<file path="src/rtl/sdrr_pkg.sv">
package sdrr_pkg;

    typedef enum logic [2:0] {
        SQ_IDLE,
        SQ_WAIT_GNT,
        SQ_REF1,
        SQ_GAP1,
        SQ_REF2,
        SQ_GAP2
    } sq_state_t;

    typedef struct packed {
        logic cs_n;
        logic ras_n;
        logic cas_n;
        logic we_n;
    } sd_cmd_t;

    localparam sd_cmd_t CMD_NOP = '{cs_n: 1'b0, ras_n: 1'b1, cas_n: 1'b1, we_n: 1'b1};
    localparam sd_cmd_t CMD_REF = '{cs_n: 1'b0, ras_n: 1'b0, cas_n: 1'b0, we_n: 1'b1};

    // cycles from one refresh command to the next
    function automatic int ref_spacing(input int field, input int base);
        return base + field;
    endfunction

    // cycles from the second refresh command to release of the bus
    function automatic int rec_spacing(input int gap_field, input int ext_field,
                                       input int base, input int step);
        return base + gap_field + step * ext_field;
    endfunction

endpackage

</file>
<file path="src/rtl/sdrr_prescaler.sv">
module sdrr_prescaler #(
    parameter int SEL_W    = 3,
    parameter int DIV_STEP = 2
) (
    input  logic             clk,
    input  logic             rst_n,
    input  logic [SEL_W-1:0] sel,
    output logic             tick
);

    localparam int PRE_W = (DIV_STEP * ((1 << SEL_W) - 1) > 0) ?
                           DIV_STEP * ((1 << SEL_W) - 1) : 1;

    generate
        if (DIV_STEP == 0) begin : g_nodiv
            assign tick = 1'b1;
        end else begin : g_div
            logic [PRE_W-1:0] cnt;
            logic [PRE_W-1:0] limit;

            // limit = 2^(DIV_STEP*sel) - 1
            always_comb limit = ~({PRE_W{1'b1}} << (int'(sel) * DIV_STEP));

            assign tick = (cnt >= limit);

            always_ff @(posedge clk) begin
                if (!rst_n)
                    cnt <= '0;
                else if (tick)
                    cnt <= '0;
                else
                    cnt <= cnt + 1'b1;
            end
        end
    endgenerate

endmodule

</file>
<file path="src/rtl/sdrr_interval_timer.sv">
module sdrr_interval_timer #(
    parameter int CMP_W = 12
) (
    input  logic             clk,
    input  logic             rst_n,
    input  logic             tick,
    input  logic [CMP_W-1:0] cmp,
    output logic             hit
);

    logic [CMP_W-1:0] cnt;

    assign hit = tick && (cnt >= cmp);

    always_ff @(posedge clk) begin
        if (!rst_n)
            cnt <= '0;
        else if (hit)
            cnt <= '0;
        else if (tick)
            cnt <= cnt + 1'b1;
    end

endmodule

</file>
<file path="src/rtl/sdrr_gap_counter.sv">
module sdrr_gap_counter #(
    parameter int GAP_W = 5
) (
    input  logic             clk,
    input  logic             rst_n,
    input  logic             load,
    input  logic [GAP_W-1:0] load_val,
    output logic             done
);

    logic [GAP_W-1:0] cnt;

    assign done = (cnt == '0);

    always_ff @(posedge clk) begin
        if (!rst_n)
            cnt <= '0;
        else if (load)
            cnt <= load_val;
        else if (!done)
            cnt <= cnt - 1'b1;
    end

endmodule

</file>
<file path="src/rtl/sdram_dual_refresh.sv">
module sdram_dual_refresh
    import sdrr_pkg::*;
#(
    parameter int CMP_W    = 12,
    parameter int FIELD_W  = 3,
    parameter int DIV_STEP = 2,
    parameter int GAP_BASE = 4,
    parameter int EXT_STEP = 3
) (
    input  logic               clk,
    input  logic               rst_n,
    input  logic [2:0]         cfg_prescale,
    input  logic [CMP_W-1:0]   cfg_compare,
    input  logic [FIELD_W-1:0] cfg_ref_gap,
    input  logic [FIELD_W-1:0] cfg_rec_ext,
    input  logic               arb_grant,
    output logic               ref_busy,
    output logic               sd_cs_n,
    output logic               sd_ras_n,
    output logic               sd_cas_n,
    output logic               sd_we_n,
    output logic               sd_cke
);

    localparam int FIELD_MAX = (1 << FIELD_W) - 1;
    localparam int GAP_MAX   = GAP_BASE + FIELD_MAX * (1 + EXT_STEP);
    localparam int GAP_W     = $clog2(GAP_MAX + 1);

    sq_state_t        state;
    sq_state_t        state_nx;
    logic             tick;
    logic             hit;
    logic             pend;
    logic             gap_load;
    logic [GAP_W-1:0] gap_val;
    logic             gap_done;
    sd_cmd_t          cmd;
    logic             busy_c;

    sdrr_prescaler #(
        .SEL_W    (3),
        .DIV_STEP (DIV_STEP)
    ) u_presc (
        .clk   (clk),
        .rst_n (rst_n),
        .sel   (cfg_prescale),
        .tick  (tick)
    );

    sdrr_interval_timer #(
        .CMP_W (CMP_W)
    ) u_timer (
        .clk   (clk),
        .rst_n (rst_n),
        .tick  (tick),
        .cmp   (cfg_compare),
        .hit   (hit)
    );

    sdrr_gap_counter #(
        .GAP_W (GAP_W)
    ) u_gap (
        .clk      (clk),
        .rst_n    (rst_n),
        .load     (gap_load),
        .load_val (gap_val),
        .done     (gap_done)
    );

    // pending request: a new hit wins over the clear from the first refresh
    always_ff @(posedge clk) begin
        if (!rst_n)
            pend <= 1'b0;
        else
            pend <= hit | (pend & (state != SQ_REF1));
    end

    // gap counter load: the refresh cycle itself and the exit cycle are not counted
    always_comb begin
        gap_load = 1'b0;
        gap_val  = '0;
        if (state == SQ_REF1) begin
            gap_load = 1'b1;
            gap_val  = GAP_W'(ref_spacing(int'(cfg_ref_gap), GAP_BASE) - 2);
        end else if (state == SQ_REF2) begin
            gap_load = 1'b1;
            gap_val  = GAP_W'(rec_spacing(int'(cfg_ref_gap), int'(cfg_rec_ext),
                                          GAP_BASE, EXT_STEP) - 2);
        end
    end

    always_comb begin
        state_nx = state;
        unique case (state)
            SQ_IDLE:     if (pend)      state_nx = SQ_WAIT_GNT;
            SQ_WAIT_GNT: if (arb_grant) state_nx = SQ_REF1;
            SQ_REF1:                    state_nx = SQ_GAP1;
            SQ_GAP1:     if (gap_done)  state_nx = SQ_REF2;
            SQ_REF2:                    state_nx = SQ_GAP2;
            SQ_GAP2:     if (gap_done)  state_nx = pend ? SQ_WAIT_GNT : SQ_IDLE;
            default:                    state_nx = SQ_IDLE;
        endcase
    end

    always_ff @(posedge clk) begin
        if (!rst_n)
            state <= SQ_IDLE;
        else
            state <= state_nx;
    end

    always_comb begin
        cmd    = CMD_NOP;
        busy_c = 1'b1;
        unique case (state)
            SQ_IDLE:     busy_c = 1'b0;
            SQ_WAIT_GNT: cmd    = CMD_NOP;
            SQ_REF1:     cmd    = CMD_REF;
            SQ_GAP1:     cmd    = CMD_NOP;
            SQ_REF2:     cmd    = CMD_REF;
            SQ_GAP2:     cmd    = CMD_NOP;
            default:     busy_c = 1'b0;
        endcase
    end

    assign ref_busy = busy_c;
    assign sd_cs_n  = cmd.cs_n;
    assign sd_ras_n = cmd.ras_n;
    assign sd_cas_n = cmd.cas_n;
    assign sd_we_n  = cmd.we_n;
    assign sd_cke   = 1'b1;

endmodule

</file>
<file path="config.mk">
export PLATFORM = sky130hd
export DESIGN_NAME = sdram_dual_refresh
export DESIGN_NICKNAME = d
export VERILOG_FILES = /design/src/rtl/sdrr_pkg.sv /design/src/rtl/sdrr_prescaler.sv /design/src/rtl/sdrr_interval_timer.sv /design/src/rtl/sdrr_gap_counter.sv /design/src/rtl/sdram_dual_refresh.sv
export SDC_FILE = /design/constraint.sdc
export NUM_CORES = 1
export LEC_CHECK = 0
export ABC_AREA = 1
export BUFFER_PORTS_ARGS = -buffer_cell sky130_fd_sc_hd__buf_2
export CAP_MARGIN = 5
export CORE_MARGIN = 4
export CORE_UTILIZATION = 40
export CTS_BUF_LIST = sky130_fd_sc_hd__clkbuf_16
export DETAILED_ROUTE_END_ITERATION = 12
export GPL_TIMING_DRIVEN = 0
export PLACE_DENSITY = 0.68
export SLEW_MARGIN = 10
export SYNTH_ARGS = -nofsm -noshare
export SYNTH_HDL_FRONTEND = slang
export SYNTH_SLANG_ARGS = --single-unit
</file>
<file path="constraint.sdc">
create_clock -name clk -period 4.7 [get_ports clk]
set_input_delay 0.47 -clock clk [delete_from_list [all_inputs] [get_ports clk]]
set_output_delay 0.47 -clock clk [all_outputs]
set_load 0.02 [all_outputs]
</file>
## Word-level counts from Yosys, hierarchy flattened

Index checks and enable logic that the tools add are counted.

| storage, ports and cells | value |
|---|---|
| register bits | 36 |
| latch bits | 0 |
| bits in writable memories | 0 |
| bits in read-only memories | 0 |
| input port bits | 24 |
| word-level logic and storage cells | 53 |
| memories kept | 0 |

| cells by class | value |
|---|---|
| $add $sub $neg | 7 |
| multipliers | 1 |
| div/mod/pow operators | 0 |
| $lt $le $gt $ge | 2 |
| equal/unequal tests | 11 |
| shift operators | 1 |
| multiplexer cells | 14 |
| bitwise gates (word level) | 4 |
| reductions and logical operators | 8 |

Operator list:

| kind | count |
|---|---|
| 2-to-1 mux 6 bit | 4 |
| case mux 3 bit (6 select lines) | 1 |
| 2-to-1 mux 3 bit | 5 |
| adder 14 x 1 -> 14 bit (second input constant) | 1 |
| greater-or-equal comparator 14 bit | 1 |
| NOT 14 bit | 1 |
| << shifter 14 x 4 -> 14 bit (first input constant) | 1 |
| adder 12 x 1 -> 12 bit (second input constant) | 1 |
| greater-or-equal comparator 12 bit | 1 |
| inequality test 2 bit (second input constant) | 5 |
| adder 4 x 5 -> 6 bit | 1 |
| == test 3 x 2 -> 1 bit (second input constant) | 2 |
| == test 3 bit (second input constant) | 2 |
| zero test 6 bit | 1 |
| OR reduction 2 bit | 3 |
| subtractor 6 x 1 -> 6 bit (second input constant) | 1 |
| subtractor 6 x 2 -> 6 bit (second input constant) | 1 |
| subtractor 6 x 3 -> 6 bit (second input constant) | 1 |
| multiplier 2 x 3 -> 5 bit (first input constant) | 1 |
| OR reduction 5 bit | 1 |
| adder 3 x 3 -> 4 bit (first input constant) | 1 |
| 2-to-1 mux 1 bit | 4 |
| AND reduction 4 bit | 1 |
| == test 3 x 1 -> 1 bit (second input constant) | 1 |
| other kinds (6) | 6 |

## Depth between registers and ports, before layout

| depth | value |
|---|---|
| depth in word-level cells | 6 |
| mapped depth | 15 |

## Hierarchy

A second synthesis with hierarchy kept.

| second synthesis, totals | value |
|---|---|
| cells, all modules | 428 |
| area, all modules | 3004.1 um^2 |

Modules (own cells, without submodules):

| module | instances | cells each | area each (um^2) | seq. area each (um^2) |
|---|---|---|---|---|
| sdrr_prescaler | 1 | 146 | 1048.5 | 280.3 |
| sdrr_interval_timer | 1 | 132 | 910.9 | 240.2 |
| sdram_dual_refresh | 1 | 90 | 640.6 | 80.1 |
| sdrr_gap_counter | 1 | 60 | 404.1 | 120.1 |

## Worst setup path before layout

OpenSTA, ideal clock, no wires.

| path | value |
|---|---|
| kind | in2reg |
| start | input port cfg_rec_ext[2] |
| end | register u_gap.cnt[4] |
| library setup time | 0.116 ns |
| arrival | 2.269 ns |
| path slack | 2.315 ns |
| stages | 10 |
| path buffers | 0 |
| cells stage by stage | inv_1 > ha_1 > inv_1 > fa_1 > inv_1 > ha_1 > fa_1 > xor2_1 > a32oi_1 > nor2_1 |

| on the way | value |
|---|---|
| longest elaborated chain between the ends | 6 |

RTL lines:

| item | RTL line | source |
|---|---|---|
| start: declaration | sdram_dual_refresh.sv:15 | `input logic [FIELD_W-1:0] cfg_rec_ext,` |
| multiplier 2 x 3 -> 5 bit | sdrr_pkg.sv:30 | `return base + gap_field + step * ext_field;` |
| adder 4 x 5 -> 6 bit | sdrr_pkg.sv:30 |  |
| subtractor 6 x 2 -> 6 bit | sdram_dual_refresh.sv:88 | `GAP_BASE, EXT_STEP) - 2);` |
| 2-to-1 mux 6 bit | sdram_dual_refresh.sv:85 | `end else if (state == SQ_REF2) begin` |
| 2-to-1 mux 6 bit | sdram_dual_refresh.sv:82 | `if (state == SQ_REF1) begin` |
| 2-to-1 mux 6 bit | sdrr_gap_counter.sv:18 | `else if (load)` |
| end signal: assignment | sdrr_gap_counter.sv:19 | `cnt <= load_val;` |
| end signal: assignment | sdrr_gap_counter.sv:21 | `cnt <= cnt - 1'b1;` |
| end: declaration | sdrr_gap_counter.sv:11 | `logic [GAP_W-1:0] cnt;` |

No other way between the ends.
A chain may end at the register's enable or synchronous reset.

## Worst setup path after layout

Ends and elaborated chain as after synthesis.

==> results.txt <==
Leaving out fill and tap cells, the most frequent cells in the layout are 105 x sky130_fd_sc_hd__nand2_1, 75 x sky130_fd_sc_hd__inv_1, 44 x sky130_fd_sc_hd__nor2_1. The worst path required time came out at 4.87 ns. The number of buffer and inverter instances along the worst setup path came out at 4. The cell type group with the largest total delay on the critical path is adder cells.

The standard cell area after detailed placement came out at 3318 um^2. The total power after layout came out at 1.081 mW. In the global route stage, overall resource usage came out at 13.96%. The placer congestion estimate is 0.8654. For this design the ratio of total power to cell area is 312.2 nW/um^2. The achievable frequency came out at 0.4303 GHz. The number of CTS-inserted buffers came out at 5. The number of instances in the synthesized netlist came out at 447. STA classifies the critical path endpoint as a flip-flop. The clock transition time at the flip-flop clock pins of the worst setup and hold paths is 0.05 ns. The portion of synthesized cell area occupied by the leading cell type is 23.55%. The part of the cycle the worst path needs is 49.45%. The routed via count divided by cell count is 4.738. The core utilization of the finished layout came out at 47.23%. Detailed placement finished with a half-perimeter wire length of 4.958 mm. The clock tree from TritonCTS is done.

Ranked by total cell area, the synthesized netlist is headed by sky130_fd_sc_hd__dfxtp_1 24%, sky130_fd_sc_hd__ha_1 16%, sky130_fd_sc_hd__nand2_1 13%. The buffer depth of the longest clock path came out at 2. The aggregate routed wire length came out at 6.057 mm. Once routing completed, OpenROAD measured the worst setup slack at 2.376 ns. The post-route non-filler standard cell count came out at 581. Across all layers, the routed design uses 2753 vias. The clock reaches the later pin of the worst-skew pair after 0.28 ns.

After clock tree synthesis, the flow added hold-fix buffers numbering 0. The total instance count after detailed placement came out at 573. The die span in y came out at 95.47 um. The arrival time at the worst endpoint came out at 2.49 ns. The floorplan step set the die width to 95.47 um.

The critical path startpoint category is an input pin. The detailed-route DRC error count is 0. The final count of hold timing violations is 0. The minimum period implied by the final worst setup slack is 2.324 ns. The top fanout value on the critical path came out at 3.

The number of ports placed on the die boundary came out at 30. For this run, the slowest stage of the critical path takes 0.50 ns. The cell area after synthesis came out at 3060 um^2. The final layout net count is 548.

The detailed router's first-iteration violation count came out at 73. The number of max-cap violations is 0. Among the stages of the critical path, the cell type that occurs most often is sky130_fd_sc_hd__inv_1.

The area of the core region is 7331 um^2. The worst hold path belongs to the class flip-flop to flip-flop. The count of different cell masters after synthesis came out at 35. The most frequent standard cell in the layout excluding fill and tap cells is sky130_fd_sc_hd__nand2_1. The number of port buffers is 26. The number of antenna violations at the first check in global routing was 0.

The final design instance area without fill is 3462 um^2. The number of H-tree levels came out at 2. The row count came out at 31. The buffers inserted during post-CTS setup optimization is 0. After detailed routing, the average wire length per cell comes to 10.43 um. The die footprint came out at 9115 um^2. The first detailed-routing pass ran for 4 iterations. The post-place setup slack is 2.097 ns.

The post-route worst hold slack is 0.4908 ns. The final max-slew violation count is 0. The total number of yosys warnings came out at 0. The clock skew after layout is 0.005451 ns. The first global-routing pass estimated 10.29 mm of wire. Entering global routing, the biggest net connects 13 pins. The run finished with clean final reports. The area growth from synthesis to layout is 13.12%.

The clock net sink count is 36. A synthesized cell averages 6.847 um^2. The number of filler cells placed in the layout came out at 725. The number of routed nets with antenna violations came out at 0. The initial core utilization is 41.75%.

Once the clock tree was built, the resizer swapped 0 gates to a different size. The critical path goes through buf_2 -> inv_1 -> ha_1 -> inv_1 -> fa_1 -> inv_1 -> ha_1 -> fa_1 -> xor2_1 -> a32oi_1 -> nor2_1. For the final routed database, the setup TNS stands at 0 ns.

The proportion of synthesized chip area in sequential cells is 23.55%. The via count of the first global-routing pass is 2395. Of the cells placed in the final design, the portion with a size suffix greater than 1 is 15.35%. Setup repair after global routing left no endpoint under its margin. The slowest library cell on the worst path is sky130_fd_sc_hd__fa_1. The global-route congestion overflow total is 0.

Summed over all cells, the static leakage comes to 1.683 nW. The largest voltage drop on the vdd net came out at 0.0001514 V. After synthesis the netlist holds a flip-flop and latch count of 36.

The cell type with the highest aggregate area in the netlist is sky130_fd_sc_hd__dfxtp_1. The clock tree root buffer cell is sky130_fd_sc_hd__clkbuf_16. The final setup violation count is 0.

The critical path in this run is classified as input pin to flip-flop. The number of antenna diodes in the final layout is 0.
==> worst reg2reg max path: cells and delay by family, from the launching register on <==
family	cells	cell delay (ns)
DFF	1	0.41
and+or+nand+nor	7	0.63
adders and majority gates	1	0.28
buffers and inverters	2	0.34
==> registers in the layout, indices dropped and copies added, names as in the netlist <==
register           count
state                  3
u_timer.cnt           12
pend                   1
u_presc.g_div.cnt     14
u_gap.cnt              6
==> synth_stat cells <==
cell type,instances
sky130_fd_sc_hd__nand2_1,105
sky130_fd_sc_hd__inv_1,75
sky130_fd_sc_hd__nor2_1,44
sky130_fd_sc_hd__ha_1,40
sky130_fd_sc_hd__dfxtp_1,36
sky130_fd_sc_hd__nand3_1,21
sky130_fd_sc_hd__nand4_1,20
sky130_fd_sc_hd__a21oi_1,17
sky130_fd_sc_hd__nor2_2,13
sky130_fd_sc_hd__nor3_1,12
sky130_fd_sc_hd__xor2_1,11
sky130_fd_sc_hd__nand2_2,6
sky130_fd_sc_hd__xnor2_1,6
sky130_fd_sc_hd__buf_2,4
sky130_fd_sc_hd__buf_4,4
sky130_fd_sc_hd__o21ai_0,4
sky130_fd_sc_hd__a21oi_2,3
sky130_fd_sc_hd__fa_1,3
sky130_fd_sc_hd__or2_2,3
sky130_fd_sc_hd__buf_6,2
sky130_fd_sc_hd__conb_1,2
sky130_fd_sc_hd__nand3_4,2
sky130_fd_sc_hd__o211ai_1,2
sky130_fd_sc_hd__a21o_1,1
sky130_fd_sc_hd__a221oi_1,1
sky130_fd_sc_hd__a31oi_1,1
sky130_fd_sc_hd__a32oi_1,1
sky130_fd_sc_hd__and2_1,1
sky130_fd_sc_hd__nand3_2,1
sky130_fd_sc_hd__nand4_2,1
sky130_fd_sc_hd__nor2_4,1
sky130_fd_sc_hd__nor3b_1,1
sky130_fd_sc_hd__o21bai_1,1
sky130_fd_sc_hd__o22ai_1,1
sky130_fd_sc_hd__o31ai_1,1
==> routing by layer <==
layer	track usage, %	part of all wire (%)
met5	0	0
met4	4.028	1.3
met3	2.762	3.8
met2	23.03	46
met1	18.45	49
==> report_power, final <==
group / switching [mW] / total [mW] / internal (mW)
registers: 0.0322 / 0.373 / 0.341
logic: 0.239 / 0.386 / 0.147
clock network: 0.127 / 0.322 / 0.195
==> final timing paths <==
path / start / to / slack (ns) / cells past startpoint
min reg2reg: u_presc.g_div.cnt[13] / u_presc.g_div.cnt[13] / 0.49 / 2
max: cfg_rec_ext[2] / u_gap.cnt[4] / 2.38 / 11
max reg2reg: u_presc.g_div.cnt[0] / u_presc.g_div.cnt[9] / 2.93 / 10
min: u_presc.g_div.cnt[13] / u_presc.g_div.cnt[13] / 0.49 / 2
==> logic make-up (layout without fill, tap and decap cells) <==
logic type	count (synthesis)	count (layout)	synth area share (%)
AO/OA/AOI/OAI	33	33	6.501
other	2	3	0.2454
adder cells (fa/ha/maj)	43	43	18.32
flip-flops	36	36	23.55
buffers and inverters	85	119	11.57
AND/OR/NAND/NOR	231	231	34.96
XOR/XNOR	17	17	4.865
==> area by class of cell <==
cell class	count	area [um^2]	share of cell area (%)
multi-input cells	327	1989	57.46
flip-flops and latches	36	720.7	20.82
inverters	75	281.5	8.132
repair buffers	26	130.1	3.759
clock buffers	5	125.1	3.614
well taps	99	123.9	3.578
plain buffers	10	72.57	2.096
clock inverters	3	18.77	0.5421
Note: power is estimated with default switching activity, not from simulation.
